--- src/rtl/tlb_pkg.sv ---
package tlb_pkg;
  parameter int VA_W   = 64;
  parameter int PG_OFF = 13;
  parameter int PA_W   = 40;
  parameter int CTX_W  = 13;
  parameter int PART_W = 8;
  parameter int IDX_IN = 6;
  parameter int UNC_BIT = 39;
  localparam int TAG_W = VA_W - PG_OFF;
  localparam int PPN_W = PA_W - PG_OFF;

  typedef struct packed {
    logic [TAG_W-1:0]  tag;
    logic [PART_W-1:0] part;
    logic [CTX_W-1:0]  ctx;
    logic              rl;
  } tlb_key_t;

  typedef struct packed {
    logic [PPN_W-1:0] ppn;
    logic             priv;
    logic             wrt;
    logic             side;
    logic             nf;
  } tlb_data_t;

  typedef enum logic [1:0] {
    OP_INS   = 2'd0,
    OP_DEMAP = 2'd1,
    OP_FLUSH = 2'd2,
    OP_NOP   = 2'd3
  } wr_op_e;

  typedef enum logic [1:0] {
    DM_PAGE = 2'd0,
    DM_CTX  = 2'd1,
    DM_PART = 2'd2,
    DM_BAD  = 2'd3
  } dm_kind_e;
endpackage

--- src/rtl/tlb_cam.sv ---
module tlb_cam import tlb_pkg::*; #(
  parameter int ENTRIES = 16
) (
  input  logic [ENTRIES-1:0] valid,
  input  tlb_key_t           keys [ENTRIES],
  input  tlb_key_t           key,
  input  logic               use_tag,
  input  logic               use_ctx,
  input  logic               use_real,
  output logic [ENTRIES-1:0] match
);
  // Per-entry comparator; masked fields always compare equal.
  for (genvar i = 0; i < ENTRIES; i++) begin : g_cmp
    logic tag_ok, ctx_ok, rl_ok, part_ok;
    assign tag_ok  = !use_tag  || (keys[i].tag == key.tag);
    assign ctx_ok  = !use_ctx  || (keys[i].ctx == key.ctx);
    assign rl_ok   = !use_real || (keys[i].rl  == key.rl);
    assign part_ok = (keys[i].part == key.part);
    assign match[i] = valid[i] && tag_ok && ctx_ok && rl_ok && part_ok;
  end
endmodule

--- src/rtl/tlb_sel.sv ---
module tlb_sel import tlb_pkg::*; #(
  parameter int ENTRIES = 16
) (
  input  logic [ENTRIES-1:0] hit,
  input  tlb_data_t          data [ENTRIES],
  output tlb_data_t          sel
);
  // AND-OR mux; relies on the one-hot hit vector kept by insert dedup.
  always_comb begin
    sel = '0;
    for (int i = 0; i < ENTRIES; i++) begin
      sel = sel | (data[i] & {$bits(tlb_data_t){hit[i]}});
    end
  end
endmodule

--- src/rtl/tlb_repl.sv ---
module tlb_repl #(
  parameter int ENTRIES = 16,
  localparam int IDX_W = (ENTRIES > 1) ? $clog2(ENTRIES) : 1
) (
  input  logic             clk,
  input  logic             rst_n,
  input  logic             adv,
  output logic [IDX_W-1:0] ptr
);
  localparam logic [IDX_W-1:0] LAST = IDX_W'(ENTRIES - 1);
  logic [IDX_W-1:0] ptr_d;

  always_comb begin
    ptr_d = ptr;
    if (adv) begin
      ptr_d = (ptr == LAST) ? '0 : ptr + 1'b1;
    end
  end

  always_ff @(posedge clk or negedge rst_n) begin
    if (!rst_n) ptr <= '0;
    else if (adv) ptr <= ptr_d;
  end
endmodule

--- src/rtl/tlb_fa.sv ---
module tlb_fa import tlb_pkg::*; #(
  parameter int ENTRIES = 16
) (
  input  logic              clk,
  input  logic              rst_n,
  input  logic              lk_req,
  input  logic [VA_W-1:0]   lk_va,
  input  logic [CTX_W-1:0]  lk_ctx,
  input  logic [PART_W-1:0] lk_part,
  input  logic              lk_real,
  output logic              lk_hit,
  output logic [PA_W-1:0]   lk_pa,
  output logic              lk_priv,
  output logic              lk_wrt,
  output logic              lk_side,
  output logic              lk_nf,
  output logic              lk_unc,
  input  logic              wr_en,
  input  logic [1:0]        wr_op,
  input  logic [TAG_W-1:0]  wr_tag,
  input  logic [CTX_W-1:0]  wr_ctx,
  input  logic [PART_W-1:0] wr_part,
  input  logic              wr_real,
  input  logic              wr_direct,
  input  logic [IDX_IN-1:0] wr_idx,
  input  logic [1:0]        wr_kind,
  input  logic [PPN_W-1:0]  wr_ppn,
  input  logic              wr_priv,
  input  logic              wr_wrt,
  input  logic              wr_side,
  input  logic              wr_nf,
  output logic              dm_err
);
  localparam int IDX_W = (ENTRIES > 1) ? $clog2(ENTRIES) : 1;

  if (ENTRIES > 64 || ENTRIES < 2) begin : g_size_chk
    $error("tlb_fa: ENTRIES must lie in 2..64");
  end

  tlb_key_t           keys_q [ENTRIES];
  tlb_data_t          data_q [ENTRIES];
  logic [ENTRIES-1:0] valid_q, valid_d;
  logic [ENTRIES-1:0] ent_we, wmatch, hit_vec;
  logic [IDX_W-1:0]   ptr;

  wr_op_e   op;
  dm_kind_e kind;
  logic     do_ins, do_dmp, do_fl, use_tag, use_ctx, rot_adv;
  tlb_key_t  wkey, lkey;
  tlb_data_t wdata, hdata;

  // Command decode
  always_comb begin
    op      = wr_op_e'(wr_op);
    kind    = dm_kind_e'(wr_kind);
    do_ins  = wr_en && (op == OP_INS);
    do_dmp  = wr_en && (op == OP_DEMAP);
    do_fl   = wr_en && (op == OP_FLUSH);
    use_tag = !(do_dmp && (kind != DM_PAGE));
    use_ctx = !(do_dmp && (kind == DM_PART));
    rot_adv = do_ins && !wr_direct;
    wkey    = '{tag: wr_tag, part: wr_part, ctx: wr_ctx, rl: wr_real};
    wdata   = '{ppn: wr_ppn, priv: wr_priv, wrt: wr_wrt, side: wr_side, nf: wr_nf};
    lkey    = '{tag: lk_va[VA_W-1:PG_OFF], part: lk_part, ctx: lk_ctx, rl: lk_real};
  end

  tlb_cam #(.ENTRIES(ENTRIES)) u_wcam (
    .valid(valid_q), .keys(keys_q), .key(wkey),
    .use_tag(use_tag), .use_ctx(use_ctx), .use_real(use_tag),
    .match(wmatch)
  );

  tlb_cam #(.ENTRIES(ENTRIES)) u_lcam (
    .valid(valid_q), .keys(keys_q), .key(lkey),
    .use_tag(1'b1), .use_ctx(1'b1), .use_real(1'b1),
    .match(hit_vec)
  );

  tlb_sel #(.ENTRIES(ENTRIES)) u_sel (
    .hit(hit_vec), .data(data_q), .sel(hdata)
  );

  tlb_repl #(.ENTRIES(ENTRIES)) u_repl (
    .clk(clk), .rst_n(rst_n), .adv(rot_adv), .ptr(ptr)
  );

  // Target slot decode: direct index or rotating pointer
  for (genvar i = 0; i < ENTRIES; i++) begin : g_tgt
    localparam logic [IDX_IN-1:0] SLOT_D = IDX_IN'(i);
    localparam logic [IDX_W-1:0]  SLOT_P = IDX_W'(i);
    assign ent_we[i] = do_ins && (wr_direct ? (wr_idx == SLOT_D) : (ptr == SLOT_P));
  end

  // Valid next state
  always_comb begin
    valid_d = valid_q;
    if (do_fl) begin
      valid_d = '0;
    end else if (do_dmp) begin
      if (kind != DM_BAD) valid_d = valid_q & ~wmatch;
    end else if (do_ins) begin
      valid_d = (valid_q & ~wmatch) | ent_we;
    end
  end

  always_ff @(posedge clk or negedge rst_n) begin
    if (!rst_n) valid_q <= '0;
    else        valid_q <= valid_d;
  end

  // Entry payload storage, no reset, per-slot enable
  always_ff @(posedge clk) begin
    for (int i = 0; i < ENTRIES; i++) begin
      if (ent_we[i]) begin
        keys_q[i] <= wkey;
        data_q[i] <= wdata;
      end
    end
  end

  // Lookup response next state
  logic            hit_d, unc_d, err_d;
  logic [PA_W-1:0] pa_d;
  tlb_data_t       attr_d;

  always_comb begin
    hit_d  = lk_req && (|hit_vec);
    pa_d   = hit_d ? {hdata.ppn, lk_va[PG_OFF-1:0]} : '0;
    attr_d = hit_d ? hdata : '0;
    unc_d  = hit_d && (hdata.side || pa_d[UNC_BIT]);
    err_d  = do_dmp && (kind == DM_BAD);
  end

  always_ff @(posedge clk or negedge rst_n) begin
    if (!rst_n) begin
      lk_hit  <= 1'b0;
      lk_pa   <= '0;
      lk_priv <= 1'b0;
      lk_wrt  <= 1'b0;
      lk_side <= 1'b0;
      lk_nf   <= 1'b0;
      lk_unc  <= 1'b0;
      dm_err  <= 1'b0;
    end else begin
      lk_hit  <= hit_d;
      lk_pa   <= pa_d;
      lk_priv <= attr_d.priv;
      lk_wrt  <= attr_d.wrt;
      lk_side <= attr_d.side;
      lk_nf   <= attr_d.nf;
      lk_unc  <= unc_d;
      dm_err  <= err_d;
    end
  end
endmodule

--- config.mk ---
export PLATFORM = sky130hd
export DESIGN_NAME = tlb_fa
export DESIGN_NICKNAME = d
export VERILOG_FILES = /design/src/rtl/tlb_pkg.sv /design/src/rtl/tlb_cam.sv /design/src/rtl/tlb_sel.sv /design/src/rtl/tlb_repl.sv /design/src/rtl/tlb_fa.sv
export SDC_FILE = /design/constraint.sdc
export NUM_CORES = 2
export LEC_CHECK = 0
export BUFFER_PORTS_ARGS = -buffer_cell sky130_fd_sc_hd__buf_2
export CAP_MARGIN = 20
export CORE_MARGIN = 2
export CORE_UTILIZATION = 45
export DETAILED_ROUTE_END_ITERATION = 7
export PLACE_DENSITY_LB_ADDON = 0.25
export SYNTH_ARGS = -nofsm -noshare
export SYNTH_HDL_FRONTEND = slang
export SYNTH_SLANG_ARGS = --single-unit
export TNS_END_PERCENT = 50
--- constraint.sdc ---
create_clock -name clk -period 6 [get_ports clk]
set_input_delay 1.2 -clock clk [delete_from_list [all_inputs] [get_ports clk]]
set_output_delay 1.2 -clock clk [all_outputs]
set_load 0.02 [all_outputs]
==> summary.md <==
| Metric | Value |
|---|---|
| Status | completed |
| Met3 usage | 15.2% |
| Post-route cell area | 0.0960 mm^2 |
| Hold_buf cts | 0 |
| Hold Vio Cnt, Final | 0 |
| First-pass GRT wire length | 556 mm |
| Syn Area/Cell | 14.1 um^2 |
| Layout Cells excl Fill | 8934 |
| Grt ovf | 0 |
| Inserted Clock Buffers | 188 |
| Layout area overhead | 16.3% |
| Drc violations | 0 |
| Worst-Skew Late Latency | 920 ps |
| Inst Count DP | 8556 |
| Routability cong. | 1.08 |
| Cell Area, Placed | 0.0896 mm^2 |
| Pre-antenna DRT Iters | 6 |
| Met1 Use GR | 61.4% |
| Total GRT Usage | 45.5% |
| # setup viols final | 0 |
| Worst-path clk slew | 60 ps |
| Routed WL | 431 mm |
| Static leakage | 31.2 nW |
| Final #Nets | 6570 |
| Detail Route Antenna Nets | 0 |
| Syn nets | 6052 |
| Hold slack | 354 ps |
| Hold Path Class | in -> async |
| Commonest non-fill, non-tap cells in the layout | 1664 x edfxtp_1, 1142 x xnor2_1, 873 x xor2_1, 352 x buf_4, 341 x nand4_1 |
| Most common cell after layout, fill and taps aside | edfxtp_1 |
| I/O pin count | 252 |
| Worst Setup Start Kind | input pin |
| Die Y | 432 um |
| Top FF cell, synth | edfxtp_1 |
| CTS tree | yes |
| Vias in the first global route | 57900 |
| Crit. End Element | register |
| Crit path kind | in -> reg |
| H-tree depth | 4 |
| Wire per inst | 48.3 um |
| FFs w/ async S/R, synth | 3.87% |
| Slew HR | 13.5% |
| DR vias | 62100 |
| Clock net sink count | 1731 |
| RSZ-0062 raised after global routing | no |
| Maximum clock rate | 0.216 GHz |
| Die width | 432 um |
| Fin crit period | 4640 ps |
| Seq/Total Area, Yosys | 62.6% |
| Filler cell count | 15400 |
| Max Root-Sink Buffers | 3 |
| Via density per instance | 6.95 |
| MaxCap Viol Count | 0 |
| Cells after Synth | 5845 |
| Post-CTS resize count | 0 |
| Port-buffer cells | 251 |
| Initial antenna violation count | 53 |
| Warnings, synthesis | 0 |
| Final critical-path share of the clock period | 77.3% |
| EDFF count, synth | 1664 |
| Register area | 0.0516 mm^2 |
| Slew at the pin closest to its max-slew limit | 1300 ps |
| Crit path DAT | 5430 ps |
| Largest net degree at the start of global routing | 80 |
| GR peak layer | met2 |
| Clock Skew | 75.3 ps |
| Setup TNS | 0 ps |
| #FFs+latches synth | 1731 |
| Layout cells sized above 1 | 15.8% |
| Worst path required time | 6790 ps |
| Row count | 157 |
| DPL Wire Length | 303 mm |
| Footprint of the multi-input gates | 0.0290 mm^2 |
| Core area | 0.183 mm^2 |
| Power per cell area | 297 mW/mm^2 |
| Initial DRC count | 12800 |
| Root Driver | clkbuf_16 |
| Worst VDD drop | 0.236 mV |
| Yosys cell types | 67 |
| Post-CTS Setup Bufs | 0 |
| Met2 usage | 61.9% |
| Worst Path Max Fanout | 31 |
| Die Area | 0.187 mm^2 |
| Slew Limit Fails | 0 |
| Synthesized area | 0.0826 mm^2 |
| Initial core utilization | 45.2% |
## registers in the layout, summed over array words and instances (netlist names), 4 cells and up
| signal | flops |
|---|---|
| lk_pa | 40 |
| valid_q | 16 |
| keys_q | 1168 |
| u_repl.ptr | 4 |
| data_q | 496 |
## critical path, stage by stage
cell and delay (ps):
buf_2 730, inv_1 410, a221oi_1 690, nand3_1 130, a2111oi_0 670, and4_2 430, buf_4 500, a221oi_1 210
and3_1 200, a31oi_1 150
## Yosys cell counts (9+ instances only)
cell type	number	share of area, %
a221oi_1	133	1.4
nor2_2	9	0.068
nand2_1	43	0.20
inv_2	11	0.050
a21oi_1	10	0.061
nand2b_1	88	0.67
a31oi_1	14	0.11
a222oi_1	21	0.25
nand4_1	341	2.6
a22o_1	110	1.2
a2111oi_0	11	0.12
a22oi_1	63	0.57
o221ai_1	10	0.11
o21ai_0	39	0.24
clkbuf_1	161	0.73
nor3_1	18	0.11
nor2b_1	35	0.27
o22ai_1	79	0.60
buf_2	142	0.86
o2bb2ai_1	40	0.42
buf_4	11	0.10
dfrtp_1	67	2.0
xor2_1	873	9.3
and3_1	19	0.14
a41oi_1	38	0.40
nand3_1	15	0.091
buf_1	31	0.14
o2111ai_1	28	0.30
xnor2_1	1142	12
edfxtp_1	1664	61
nor4_1	300	2.3
o41a_1	16	0.22
nor2_1	51	0.23
inv_1	134	0.61
## final cells by class
cell class	count	area share [%]
clock buffers	250	5.28
clock inverters	105	1.25
flip-flops and latches	1731	53.8
multi-input cells	3616	30.2
diodes	21	0.0548
repair buffers	679	5.68
well taps	2385	3.11
inverters	147	0.575
## stage by stage
| step | setup slack (ps) | power [mW] | util [%] |
|---|---|---|---|
| after floorplan | -1100 | 14.9 | - |
| after global placement | 651 | 16.6 | 49.1 |
| after detailed placement | 724 | 16.6 | 49.1 |
| after CTS | 1630 | 28.3 | 52.5 |
| after global routing | 1560 | 28.9 | 52.5 |
| final | 1360 | 28.5 | 52.5 |
## per-layer routing
layer  part of all wire [%]  vias to the layer above  wire (um)
li1                       -                    23000          -
met1                     37                    31700     158000
met2                     40                     6080     173000
met3                     15                     1264      65900
met4                    7.9                       22      34200
met5                  0.061                        -        264
## path summary, 6_finish.rpt
path / start / end / slack, ps / cells past startpoint
setup / recovery: lk_va[15] / lk_pa[35] / 1360 / 10
hold / removal: rst_n / dm_err / 350 / 1
setup reg to reg: keys_q[1148] / lk_pa[18] / 1970 / 12
hold reg to reg: valid_q[10] / valid_q[10] / 540 / 2
max in group asynchronous: rst_n / valid_q[10] / 4340 / 2
min in group clk: lk_va[2] / lk_pa[2] / 530 / 3
## logic make-up (layout without fill, tap and decap cells)
logic type      Yosys count  count (layout)  share of synthesized area [%]
xor+xnor               2015            2015                           21.4
flops                  1731            1731                           62.6
simple gates            954             954                           7.02
compound gates          644             644                           6.41
buf+inv                 498            1181                           2.58
fa+ha+maj                 2               2                         0.0303
mux                       1               1                         0.0136
other cells               0              21                              0
## report_power, final
part	internal, mW	switching [mW]
Sequential	13.4	0.0947
Clock	6.69	5.33
Combinational	0.772	2.28
(Power assumes the default switching activity.)
